### src/rtl/ovl_pkg.sv
package ovl_pkg;

    localparam int ADDR_W = 16;
    localparam int DATA_W = 8;

    localparam logic [DATA_W-1:0] CTRL_RST   = 8'h08;
    localparam logic [DATA_W-1:0] CTRL_WMASK = 8'hEF;

    typedef enum logic [1:0] {
        OVL_OFF  = 2'b00,
        OVL_MID  = 2'b01,
        OVL_WIDE = 2'b10,
        OVL_LOW  = 2'b11
    } ovl_mode_e;

    typedef struct packed {
        logic              en;
        logic [ADDR_W-1:0] lo;
        logic [ADDR_W-1:0] hi;
        logic [ADDR_W-1:0] ram_at;
    } ovl_win_t;

    function automatic ovl_win_t win_of(ovl_mode_e m);
        ovl_win_t w;
        w = '0;
        unique case (m)
            OVL_OFF:  w = '0;
            OVL_MID:  w = '{en: 1'b1, lo: 16'h0080, hi: 16'h00FF, ram_at: 16'hF880};
            OVL_WIDE: w = '{en: 1'b1, lo: 16'h0080, hi: 16'h017F, ram_at: 16'hF880};
            OVL_LOW:  w = '{en: 1'b1, lo: 16'h0000, hi: 16'h007F, ram_at: 16'hF800};
        endcase
        return w;
    endfunction

endpackage

### src/rtl/ovl_ctrl_reg.sv
module ovl_ctrl_reg
    import ovl_pkg::*;
(
    input  logic              clk,
    input  logic              rst_n,
    input  logic              hw_stby,
    input  logic              wr_en,
    input  logic [DATA_W-1:0] wdata,
    output logic [DATA_W-1:0] ctrl_q,
    output ovl_mode_e         mode
);

    always_ff @(posedge clk or negedge rst_n) begin
        if (!rst_n) begin
            ctrl_q <= CTRL_RST;
        end else if (hw_stby) begin
            ctrl_q <= CTRL_RST;
        end else if (wr_en) begin
            ctrl_q <= wdata & CTRL_WMASK;
        end
    end

    always_comb begin
        mode = ovl_mode_e'(ctrl_q[DATA_W-1 -: 2]);
    end

endmodule

### src/rtl/ovl_decode.sv
module ovl_decode
    import ovl_pkg::*;
#(
    parameter logic [ADDR_W-1:0] RAM_BASE  = 16'hF800,
    parameter int                RAM_WORDS = 384,
    localparam int               IDX_W     = $clog2(RAM_WORDS)
) (
    input  logic [ADDR_W-1:0] addr,
    input  ovl_mode_e         mode,
    output logic              hit_ram,
    output logic [IDX_W-1:0]  ram_idx
);

    localparam logic [ADDR_W-1:0] RAM_LAST = RAM_BASE + ADDR_W'(RAM_WORDS - 1);

    ovl_win_t win;
    logic     in_own;
    logic     in_win;

    always_comb begin
        win    = win_of(mode);
        in_own = (addr >= RAM_BASE) && (addr <= RAM_LAST);
        in_win = win.en && (addr >= win.lo) && (addr <= win.hi);
        if (in_own) begin
            ram_idx = IDX_W'(addr - RAM_BASE);
        end else if (in_win) begin
            ram_idx = IDX_W'((win.ram_at - RAM_BASE) + (addr - win.lo));
        end else begin
            ram_idx = '0;
        end
        hit_ram = in_own || in_win;
    end

endmodule

### src/rtl/ovl_ram.sv
module ovl_ram
    import ovl_pkg::*;
#(
    parameter int  WORDS = 384,
    localparam int IDX_W = $clog2(WORDS)
) (
    input  logic              clk,
    input  logic              we,
    input  logic [IDX_W-1:0]  idx,
    input  logic [DATA_W-1:0] wdata,
    output logic [DATA_W-1:0] rdata
);

    logic [DATA_W-1:0] mem [WORDS];

    always_ff @(posedge clk) begin
        if (we) begin
            mem[idx] <= wdata;
        end
    end

    assign rdata = mem[idx];

endmodule

### src/rtl/ovl_remap.sv
module ovl_remap
    import ovl_pkg::*;
#(
    parameter logic [ADDR_W-1:0] RAM_BASE  = 16'hF800,
    parameter int                RAM_WORDS = 384
) (
    input  logic              clk,
    input  logic              rst_n,
    input  logic              hw_stby,
    input  logic              sw_stby,
    input  logic              reg_sel,
    input  logic [ADDR_W-1:0] cpu_addr,
    input  logic              cpu_rd,
    input  logic              cpu_wr,
    input  logic [DATA_W-1:0] cpu_wdata,
    output logic [DATA_W-1:0] cpu_rdata,
    output logic              flash_rd,
    input  logic [DATA_W-1:0] flash_rdata
);

    localparam int IDX_W = $clog2(RAM_WORDS);

    logic [DATA_W-1:0] ctrl_q;
    ovl_mode_e         mode;
    logic              hit_ram;
    logic [IDX_W-1:0]  ram_idx;
    logic [DATA_W-1:0] ram_rdata;
    logic              ram_we;

    ovl_ctrl_reg u_ctrl (
        .clk    (clk),
        .rst_n  (rst_n),
        .hw_stby(hw_stby),
        .wr_en  (reg_sel && cpu_wr),
        .wdata  (cpu_wdata),
        .ctrl_q (ctrl_q),
        .mode   (mode)
    );

    ovl_decode #(.RAM_BASE(RAM_BASE), .RAM_WORDS(RAM_WORDS)) u_dec (
        .addr   (cpu_addr),
        .mode   (mode),
        .hit_ram(hit_ram),
        .ram_idx(ram_idx)
    );

    assign ram_we = cpu_wr && !reg_sel && hit_ram;

    ovl_ram #(.WORDS(RAM_WORDS)) u_ram (
        .clk  (clk),
        .we   (ram_we),
        .idx  (ram_idx),
        .wdata(cpu_wdata),
        .rdata(ram_rdata)
    );

    always_comb begin
        flash_rd = cpu_rd && !reg_sel && !hit_ram;
        if (reg_sel) begin
            cpu_rdata = ctrl_q;
        end else if (hit_ram) begin
            cpu_rdata = ram_rdata;
        end else begin
            cpu_rdata = flash_rdata;
        end
    end

endmodule

### config.mk
export PLATFORM = sky130hd
export DESIGN_NAME = ovl_remap
export DESIGN_NICKNAME = d
export VERILOG_FILES = /design/src/rtl/ovl_pkg.sv /design/src/rtl/ovl_ctrl_reg.sv /design/src/rtl/ovl_decode.sv /design/src/rtl/ovl_ram.sv /design/src/rtl/ovl_remap.sv
export SDC_FILE = /design/constraint.sdc
export NUM_CORES = 2
export LEC_CHECK = 0
export ABC_AREA = 1
export BUFFER_PORTS_ARGS = -buffer_cell sky130_fd_sc_hd__buf_2
export CELL_PAD_IN_SITES_DETAIL_PLACEMENT = 1
export CELL_PAD_IN_SITES_GLOBAL_PLACEMENT = 2
export CORE_UTILIZATION = 35
export CTS_BUF_LIST = sky130_fd_sc_hd__clkbuf_4 sky130_fd_sc_hd__clkbuf_8
export DETAILED_ROUTE_END_ITERATION = 6
export PLACE_DENSITY = 0.71
export SYNTH_ARGS = -nofsm -noshare
export SYNTH_HDL_FRONTEND = slang
export SYNTH_SLANG_ARGS = --single-unit
### constraint.sdc
create_clock -name clk -period 4.9 [get_ports clk]
set_input_delay 0.98 -clock clk [delete_from_list [all_inputs] [get_ports clk]]
set_output_delay 0.98 -clock clk [all_outputs]
set_load 0.05 [all_outputs]
# After elaboration in Yosys (flattened, before gate mapping)
# Memory sizes are Yosys's and may differ from the RTL's.
# Index checks and enable logic that the tools add are counted.
[totals]
reg_bits = 8
latchBits = 0
ram_bits = 3072
romBits = 0
in_bits = 39
output_inout_bits = 9
wordCells = 35
n_memories = 1
[classes]
add_sub_neg = 4
n_mul = 0
div = 0
order_cmp = 4
n_eq_ne = 3
shift = 0
n_mux = 9
bitwise_logic = 0
n_reduce_logical = 13
[memory_table]
columns = ["memory", "words", "width", "read_ports", "rd_clocked_by_memory_dff", "wr", "line_no", "rtl"]
rows = [
  ["u_ram.mem", 384, 8, 1, 0, 1, "ovl_ram.sv:14", "logic [DATA_W-1:0] mem [WORDS];"],
]
[ops]
columns = ["operator", "n"]
rows = [
  ["$pmux W49 S4", 1],
  ["$mux W8", 4],
  ["$mux W9", 2],
  ["$sub A9 B1 Y9 const B", 2],
  ["$ge A16 B16 Y1", 1],
  ["$ge A16 B16 Y1 const B", 1],
  ["$le A16 B16 Y1", 1],
  ["$le A16 B16 Y1 const B", 1],
  ["$add A9 B9 Y9", 1],
  ["$sub A9 B9 Y9", 1],
  ["$logic_and A1 B1 Y1", 8],
  ["$eq A2 B2 Y1 const B", 2],
  ["$eq A2 B1 Y1 const B", 1],
  ["$logic_not A1 Y1", 2],
  ["$logic_not A2 Y1", 1],
  ["$mux W1", 2],
  ["$reduce_bool A2 Y1", 1],
  ["$logic_or A1 B1 Y1", 1],
]

# Logic depth before layout (Yosys ltp)
# An unclocked memory read counts as a cell.
[logic_depth]
word_depth = 10
mapped_depth = 34
ltp_nobuf = 30

# Cells and area by module
# Synthesis repeated with hierarchy kept, for this count alone.
[hier_totals]
hier_cells = 11573
area_unflattened_um2 = 126468.8
[modules_own_cells]
columns = ["mod", "instances", "cells_per_inst", "area_per_inst_um2", "seq_area_each_um2"]
rows = [
  ["ovl_ram", 1, 11344, 124964.9, 92248.5],
  ["ovl_decode", 1, 153, 994.7, 0.0],
  ["ovl_ctrl_reg", 1, 35, 316.6, 176.4],
  ["ovl_remap", 1, 41, 192.7, 0.0],
]

# Worst setup path before layout
# OpenSTA, ideal clock, no wires.
[synth_timing]
path_type = "in2out"
start = "input port cpu_addr[1]"
end = "output port cpu_rdata[4]"
arrival_ns = 4.651
t_required_ns = 3.920
slack_ns = -0.731
cell_stages = 21
n_path_buf = 3
path_cell_list = "buf_4 inv_4 clkbuf_1 clkbuf_1 ha_1 nor2_1 nor2_1 o21bai_1 nand4_1 a21oi_1 nor2_1 or3_1 nand2_1 nor2_2 nand2_1 nor2_1 nor2_1 nand2_1 nor2_1 nand3_1 a21oi_1"
[synth_via]
elab_chain_cells = 8
elab_cells_between_ends = 16
cone_classes = "3 x add/sub; 4 x order compare; 4 x mux; 4 x reduce/logical; 1 x memory"
[synth_lines]
columns = ["element", "line_no", "rtl"]
rows = [
  ["start: declaration", "ovl_remap.sv:12", "input logic [ADDR_W-1:0] cpu_addr,"],
  ["branches (longest 6 deep; another with $sub A9 B9 Y9)", "-", ""],
  ["$mux W8 (*)", "ovl_remap.sv:61", "end else if (hit_ram) begin"],
  ["$mux W8 (*)", "ovl_remap.sv:59", "if (reg_sel) begin"],
  ["end: declaration", "ovl_remap.sv:16", "output logic [DATA_W-1:0] cpu_rdata,"],
]
# Mark *: on every way between the ends.

# Worst setup path in the final report
[layout_timing]
start = "register u_ctrl.ctrl_q[6]"
end = "output port cpu_rdata[1]"
[layout_via]
elab_chain_cells = 10
elab_cells_between_ends = 18
cone_classes = "3 x add/sub; 2 x order compare; 3 x eq/ne; 5 x mux; 4 x reduce/logical; 1 x memory"
[layout_lines]
columns = ["element", "line_no", "rtl"]
rows = [
  ["start: declaration", "ovl_ctrl_reg.sv:9", "output logic [DATA_W-1:0] ctrl_q,"],
  ["start signal: assignment", "ovl_ctrl_reg.sv:19", "ctrl_q <= wdata & CTRL_WMASK;"],
  ["$eq A2 B2 Y1, or another cell as far along", "ovl_pkg.sv:26", "unique case (m)"],
  ["$pmux W49 S4 (*)", "ovl_pkg.sv:26", ""],
  ["branches (longest 6 deep; another with $sub A9 B1 Y9)", "-", ""],
  ["$mux W8 (*)", "ovl_remap.sv:61", ""],
  ["$mux W8 (*)", "ovl_remap.sv:59", ""],
]
# Mark *: on every way between the ends. The select of a mux whose other input is x is not followed.

==> results by group <==
Outcome
  • Outcome: finished with violations
  • Failing checks: setup timing

Detailed routing
  • First-pass detailed-route iteration total: 5
  • Via Count: about 92000
  • ANT nets after route: 0
  • Total Routed Length: 466300 microns
  • DR DRC count: 0
  • Iter 0 DRT Violations: about 8400
  • Routed WL per cell: between 20 and 30 microns
  • Vias/cell: between 5 and 6

Synth
  • Syn. warnings: 0
  • Synth unique cells: 41
  • Seq/Total Area, Yosys: just over 70%
  • Synth top area cells: edfxtp_1 72%, nand2_1 8.4%, nor2_1 4.9%
  • Yosys top cell area share: 72.43%
  • Synthesized flop and latch total: 3079
  • EDFF count, synth: between 3000 and 4000
  • Most frequent cells after synthesis: 3072 x edfxtp_1, 2861 x nand2_1, 1670 x nor2_1, 964 x inv_1, 936 x o21ai_0
  • Mapped Nets: roughly 11000
  • Synthesized instance count: ~11000
  • Synth area leader: edfxtp_1
  • Top FF cell, synth: edfxtp_1
  • Avg Synthesized Cell Area: approximately 11 sq um
  • Asr flop ratio synth: less than 1%
  • Cell area after synthesis: between 0.1 and 0.15 sq mm
  • Most frequent cell after synthesis: edfxtp_1

Setup path
  • Critical path's most frequent cell: nand2_1
  • Worst Setup Path Type: reg -> out
  • Crit path DAT: ~5.7 ns
  • Slowest CP cell: dfrtp_1
  • Critical-path maximum fanout: 11
  • Crit path max-delay family: buffers and inverters
  • Worst path bufs/invs: 11
  • Max incr delay on CP: between 0.4 and 0.5 ns
  • CP startpoint kind: flop
  • WP data required: 3.92 ns
  • Crit. End Element: primary output

Power and ir drop
  • Power per cell area: ~340 mW/mm^2
  • Combinational Power Share: under 10%
  • Net Switching: 12.03 mW
  • LEAKAGE: 62.03 nW
  • Clk network pwr share: roughly 44%
  • Sequential Power Share: between 50% and 60%
  • Switching share of power: 22.40%
  • P_int: 41.69 mW
  • Tot Pwr: roughly 54 mW
  • IR drop worst, VDD: a little under 0.3 mV

Cells and area
  • Util after Layout: a little over two fifths
  • Layout area overhead: 23.19%
  • Post-route cell area: 0.1569 sq mm
  • Layout Cells excl Fill: between 15000 and 20000
  • Fill count: between 30000 and 40000
  • Final net count: roughly 13000
  • Layout cells sized above 1: between 20% and 30%

Timing
  • RSZ-0062 raised after global routing: yes
  • Final hold violations: 0
  • Slew @ Worst Pin: 1.278 ns
  • Number of max-slew violations in the final report: 0
  • Crit share post-route: 137.1%
  • F_max: 148.8 MHz
  • Final hold slack: between 0.15 and 0.2 ns
  • Slew margin rel.: between 10% and 20%
  • Final Setup Violations: 8
  • Final WS setup: -1.819 ns
  • Clock Skews: approximately 0.053 ns
  • Setup total negative slack: -13.95 ns
  • Post-route minimum period: about 6.7 ns

Clocking
  • Longest Clk Path Bufs: 4
  • H-tree levels: 6
  • CTS clk-pin slew, worst paths: 0.06 ns
  • Clock root buffer: clkbuf_8
  • # clock sinks: ~3000
  • CTS tree: yes
  • Latest clock arrival within the worst-skew pair: around 1.2 ns
  • TritonCTS Buffers: ~550

Global routing
  • Antenna violations before repair: 24
  • Vias in the first global route: 95660
  • GRT Overall Usage: 24.87%
  • Grt total ovfl: 0
  • First-pass GRT wire length: roughly 670000 microns
  • Largest net degree at the start of global routing: 133

Placement
  • Routability cong.: 0.8852
  • Pre-CTS setup slack: -1.890 ns
  • Dpl cell area: 0.1429 sq mm
  • Placed Cells incl. Taps: between 15000 and 20000
  • Port Buffers: 46
  • Dpl hpwl: 288700 microns

Floorplanning
  • Vert. Die Dim: 605.2 microns
  • Die Area: 0.3663 sq mm
  • Io pins: 48
  • Starting Density: between 30% and 40%
  • Core ar.: between 0.3 and 0.4 sq mm
  • Die width: between 600 and 700 microns
  • # rows: between 200 and 250

Worst hold path
  • HP Class: in -> async

Flow run
  • # Max-Cap Violations: 0
[path summary, 6_finish.rpt]
path	from	to	slack [ns]	cells after the start
worst max-delay path	u_ctrl.ctrl_q[6]	cpu_rdata[1]	-1.82	31
worst min-delay path	rst_n	u_ctrl.ctrl_q[6]	0.18	2
worst max register to register	u_ctrl.ctrl_q[6]	u_ram.mem[202][7]	0.07	23
worst min register to register	u_ctrl.ctrl_q[3]	u_ctrl.ctrl_q[3]	0.50	2
max in group asynchronous	rst_n	u_ctrl.ctrl_q[3]	4.48	2
min in group clk	cpu_wdata[0]	u_ram.mem[179][0]	0.27	1
[per-layer routing]
layer | track usage (%) | wire (microns) | vias to the layer above
li1 | - | - | 41120
met1 | 32.93 | 198700 | 47110
met2 | 41.81 | 223500 | 2902
met3 | 3.455 | 27140 | 791
met4 | 8.678 | 16850 | 11
met5 | 0 | 128 | -
[area by class of cell]
cell class                 instances  area [sq um]  area share, %
clock inverter                   206          1300         0.8286
tap                             4794          5998          3.823
timing repair inverter             1         16.27        0.01037
clock buffer                     730          9009          5.742
timing repair buffer            1373         14450          9.210
sequential                      3079         92420          58.91
antenna                            9         22.52        0.01435
inverter                         973          3736          2.381
multi-input combinational       6555         29940          19.08
[power groups by stage]
stage	clock [mW]	combinational [mW]	sequential (mW)
after global placement	0	1.26	29.5
final	23.4	1.35	29.0
after CTS	23.8	1.34	29.0
after floorplan	0	0.328	29.5
after detailed placement	0	1.29	29.5
after global routing	24.8	1.41	29.0
[cells in the final DEF (no fill, tap or decap), types with 7 or more instances in the layout]
cell	instances
clkbuf_8	564
o21ai_0	827
diode_2	9
inv_8	10
a21oi_2	7
nor2_2	118
ha_1	18
a21oi_1	17
and2_1	16
buf_12	219
clkbuf_4	166
o21ai_2	21
inv_1	954
nand2_1	2709
bufbuf_16	15
nand4_1	708
bufinv_16	10
buf_2	28
inv_2	7
nor2_1	1511
nand2_4	44
o21ai_1	329
edfxtp_1	3072
buf_6	45
nand3_1	17
buf_4	1000
clkinvlp_4	21
inv_6	14
nand3_2	10
clkinv_1	120
nand3_4	9
buf_8	27
clkbuf_16	8
nor2_4	47
nand2_2	108
clkinv_2	35
buf_16	29
[state kept, by name (all words and copies together), names as in the netlist]
| signal | cells |
|---|---|
| u_ctrl.ctrl_q | 7 |
| u_ram.mem | 3072 |
[logic make-up after synthesis]
family	Yosys count	share of synthesized area, %
flip-flops	3079	72.57
AO/OA/AOI/OAI	1213	4.794
buffers and inverters	1630	5.195
AND/OR/NAND/NOR	5313	17.17
XOR/XNOR	4	0.02751
multiplexers	1	0.007860
adder cells (fa/ha/maj)	24	0.2358
[what timing repair did]
item,CTS,global route
pin swaps,203,99
hold buffers,2,0
buffers inserted,51,13
setup endpoints to repair,291,106
hold endpoints to repair,10,0
resized for setup,536,152
cloned,27,8
Power figures use the tool's default switching activity.
